### config.mk
export PLATFORM = sky130hd
export DESIGN_NAME = lcd_duplex_framer
export DESIGN_NICKNAME = d
export VERILOG_FILES = /design/src/rtl/lcd_duplex_framer.sv
export SDC_FILE = /design/constraint.sdc
export NUM_CORES = 1
export LEC_CHECK = 0
export CORE_AREA = 2 2 168 170
export DETAILED_ROUTE_END_ITERATION = 7
export DIE_AREA = 0 0 170 172
export SETUP_SLACK_MARGIN = 0.15
export SLEW_MARGIN = 0
export SYNTH_ARGS = -nofsm -noshare
export SYNTH_HDL_FRONTEND = slang
export SYNTH_SLANG_ARGS = --single-unit
### constraint.sdc
create_clock -name clk -period 2 [get_ports clk]
set_input_delay 0.4 -clock clk [delete_from_list [all_inputs] [get_ports clk]]
set_output_delay 0.4 -clock clk [all_outputs]
set_load 0.01 [all_outputs]
### src/rtl/lcd_duplex_framer.sv
module lcd_duplex_framer #(
  parameter int SEGS = 140,
  parameter int SYNC = 2
) (
  input  logic              clk,
  input  logic              rst,
  input  logic              mux_clk,
  input  logic [2*SEGS-1:0] seg_bits,
  output logic [SEGS-1:0]   seg_out,
  output logic [1:0]        bp1_lvl,
  output logic [1:0]        bp2_lvl,
  output logic              phase_o,
  output logic              invert_o
);
  localparam logic [1:0] LVL_GND = 2'b00;
  localparam logic [1:0] LVL_MID = 2'b01;
  localparam logic [1:0] LVL_SUP = 2'b10;

  logic [SYNC:0] mclk_q;
  logic          fall;
  logic [1:0]    div_q;
  logic          run_q;
  logic [1:0]    act_lvl;

  always_ff @(posedge clk) begin
    if (rst) mclk_q <= '0;
    else     mclk_q <= {mclk_q[SYNC-1:0], mux_clk};
  end

  assign fall = mclk_q[SYNC] & ~mclk_q[SYNC-1];

  always_ff @(posedge clk) begin
    if (rst) begin
      div_q <= 2'b00;
      run_q <= 1'b0;
    end else if (fall) begin
      div_q <= div_q + 2'd1;
      run_q <= 1'b1;
    end
  end

  assign phase_o  = div_q[0];
  assign invert_o = div_q[1];

  genvar n;
  generate
    for (n = 0; n < SEGS; n++) begin : g_seg
      assign seg_out[n] = run_q & ((phase_o ? seg_bits[2*n+1] : seg_bits[2*n]) ^ invert_o);
    end
  endgenerate

  assign act_lvl = invert_o ? LVL_GND : LVL_SUP;
  assign bp1_lvl = !run_q ? LVL_GND : (phase_o ? LVL_MID : act_lvl);
  assign bp2_lvl = !run_q ? LVL_GND : (phase_o ? act_lvl : LVL_MID);


  phase_step_chk: assert property (@(posedge clk) disable iff (rst)
    fall |=> phase_o != $past(phase_o));


  invert_step_chk: assert property (@(posedge clk) disable iff (rst)
    (fall && phase_o) |=> invert_o != $past(invert_o));


  hold_chk: assert property (@(posedge clk) disable iff (rst)
    !fall |=> $stable(phase_o) && $stable(invert_o));


  one_mid_chk: assert property (@(posedge clk) disable iff (rst)
    run_q |-> ((bp1_lvl == LVL_MID) != (bp2_lvl == LVL_MID)) && bp1_lvl != 2'b11 && bp2_lvl != 2'b11);


  idle_zero_chk: assert property (@(posedge clk) disable iff (rst)
    !run_q |-> (seg_out == '0 && bp1_lvl == LVL_GND && bp2_lvl == LVL_GND && !phase_o && !invert_o));


  rst_clear_chk: assert property (@(posedge clk)
    $past(rst) |-> (!phase_o && !invert_o && !run_q));
endmodule

==> flow_metrics.tcl <==
set metrics [dict create \
    run_status "complete, but fails checks" \
    violations "setup timing" \
    cp.required_ns 1.60 \
    setup_violations 106 \
    crit_family "buffers and inverters" \
    ios 429 \
    grt_usage_pct 14.2 \
    finalCritPeriodShare_pct 107 \
    skew_ns 0.00136 \
    hold_violations 0 \
    vias_per_cell 4.39 \
    antenna_found_initial 0 \
    diodes 0 \
    die_h_um 172 \
    synth_area_sq_um 3390 \
    rsz0062_at_grt "true" \
    cts_tree "done" \
    tightest_slew_ns 0.303 \
    cp_slowest_stage_delay_ns 0.40 \
    cts_root_buffer "clkbuf_16" \
    first_global_vias 5754 \
    worstPathMaxFanout 5 \
    peakVddDrop_mv 0.198 \
    worstSetupPathType "register to output port" \
    hpwl_mm 16.8 \
    cts_buffers 3 \
    remaining_drc_errors 0 \
    clockBufferDepth 2 \
    initialDrtViolationCount 206 \
    path_clk_slew_ns 0.03 \
    drt-total-wl_mm 24.2 \
    crit_buf_inv 5 \
    power_density_nw_per_um2 205 \
    num_vias 6081 \
    period_needed_ns 2.13 \
    yosysWarnings 0 \
    ys_seq_elements 6 \
    leakagePower_nw 4.01 \
    fin_setup_tns_ns -5.42 \
    start_util_pct 12.4 \
    grt_max_degree 40 \
    ant_nets 0 \
    layout-drive-gt1-share_pct 47.3 \
    gp_congestion 0.764 \
    dp_cells 1330 \
    cp-end-kind "output port" \
    min_path_type "register to register" \
    syn-num-nets 793 \
    num_rows 61 \
    finalWorstSetupSlack_ns -0.133 \
    avgSynthCellArea_sq_um 6.68 \
    cts_sinks 6 \
    fmax_mhz 469 \
    maxCapViolations 0 \
    maxSlewHeadroom_pct 79.8 \
    route.detailed.wl_per_inst_um 17.5 \
    pre_cts_slack_ns -0.356 \
    chipWidth_um 170 \
    arrival_ns 1.73 \
    slew_violations 0 \
    grt_pass1_wl_mm 32.4 \
    htreeDepth 1 \
    area_growth_pct 212 \
    overflow 0 \
    clk_latency_ns 0.23 \
    fin_cells 1385 \
    crit_path_frequent_cell "buf_12" \
    cp_slowest_cell "dfxtp_4" \
    io_buffer_count 428 \
    crit_chain "buf_6 > buf_12 > buf_16 > buf_12 > mux2i_4 > nand3_2 > o21ai_2 > buf_2" \
    startpoint_type "register" \
    cts_hold_buf 0 \
    nNetsFinal 1325 \
    netlist_instances 508 \
    first_pass_iters 4 \
    yosysSeqAreaShare_pct 3.54 \
    core_sq_um 27500 \
    yosysUniqueCellTypes 18 \
    die-area_sq_um 29200 \
]
## worst reg2reg max path: stages, from the launching register on
cell     delay (ns)
dfxtp_4        0.40
buf_4          0.14
buf_12         0.11
buf_16         0.16
buf_6          0.13
inv_1          0.04
ha_1           0.28
mux2i_1        0.14
nor2_1         0.06
## layout by cell type, fill, tap and decap left out, types with 4 or more instances in the layout
cell             count
o21ai_0             36
buf_16              10
buf_8               22
buf_2              135
nand3_1            113
clkdlybuf4s50_1    282
nand3_2             27
nor2b_1              4
clkbuf_16            4
buf_4               79
mux2i_2             45
nor2_1               4
o21ai_1             82
o21ai_2             19
buf_12              22
buf_6               37
mux2i_4             81
mux2i_1             15
## final timing paths
| check | start | to | slack, ns | cells past startpoint |
|---|---|---|---|---|
| worst max-delay path | div_q[0]$_SDFFE_PP0P_ | seg_out[120] | -0.13 | 8 |
| worst min-delay path | mclk_q[0]$_SDFF_PP0_ | mclk_q[1]$_SDFF_PP0_ | 0.45 | 1 |
| worst max register to register | div_q[0]$_SDFFE_PP0P_ | div_q[1]$_SDFFE_PP0P_ | 0.41 | 8 |
| worst min register to register | mclk_q[0]$_SDFF_PP0_ | mclk_q[1]$_SDFF_PP0_ | 0.45 | 1 |
## metal layers
| metal | global-route usage (%) | wire, um | vias to the layer above |
|---|---|---|---|
| met5 | 0 | 0 | - |
| met4 | 2.49 | 382 | 0 |
| li1 | - | - | 2989 |
| met1 | 17.9 | 9990 | 2801 |
| met3 | 3.16 | 1910 | 20 |
| met2 | 25.1 | 11900 | 271 |
## cell type report
cell class | instances | area [sq um]
timing repair buffer | 590 | 5600
clock buffer | 4 | 78.8
inverter | 2 | 7.51
fill | 2768 | 16900
multi-input combinational | 437 | 4360
sequential | 6 | 131
tap | 346 | 433
## stage by stage
stage,util [%],power (W),hold WS (ns),instance area [sq um]
after floorplan,-,0.000481,0.414,3390
after global placement,31.8,0.00132,0.434,8740
after detailed placement,31.8,0.00133,0.428,8740
after CTS,33.4,0.00184,0.454,9170
after global routing,38.6,0.00228,0.469,10600
final,38.6,0.00218,0.454,10600
## cell families (layout without fill, tap and decap cells)
| logic type | after synthesis | in the layout | synth area share [%] |
|---|---|---|---|
| xor gates and xnor gates | 1 | 1 | 0.258 |
| buffers and inverters | 65 | 596 | 10.5 |
| and+or+nand+nor | 153 | 153 | 22.7 |
| muxes | 141 | 141 | 41.6 |
| AOI/OAI and AO/OA | 140 | 140 | 20.6 |
| adders and majority gates | 2 | 2 | 0.737 |
| DFF | 6 | 6 | 3.54 |
## report_power, final
group	internal, W	leakage (nW)	switching [W]
registers	0.000122	0.0513	0.00000443
logic	0.00109	3.92	0.000631
clock network	0.000265	0.0382	0.0000683
total	0.00147	4.01	0.000704
## synthesized netlist by cell type, drive strengths merged
master  instances  area (sq um)
nor2            4          15.0
o21ai         140           701
xnor2           1          8.76
nor2b           5          31.3
ha              2          25.0
dfxtp           6           120
nand2           1          6.26
inv             2          7.50
mux2i         141          1410
clkbuf         27           101
buf            36           248
nand3         140           701
and2            3          18.8
## sequential cells by signal, summed over array words and instances, names as in the netlist
signal and cells:
mclk_q 3, div_q 2, run_q 1
## what timing repair did
item	4_1_cts	5_1_grt
setup endpoints to repair	146	144
pin swaps	31	62
gates cloned	9	1
gates resized for setup	789	299
setup buffers	20	21
Note: power is estimated with default switching activity, not from simulation.
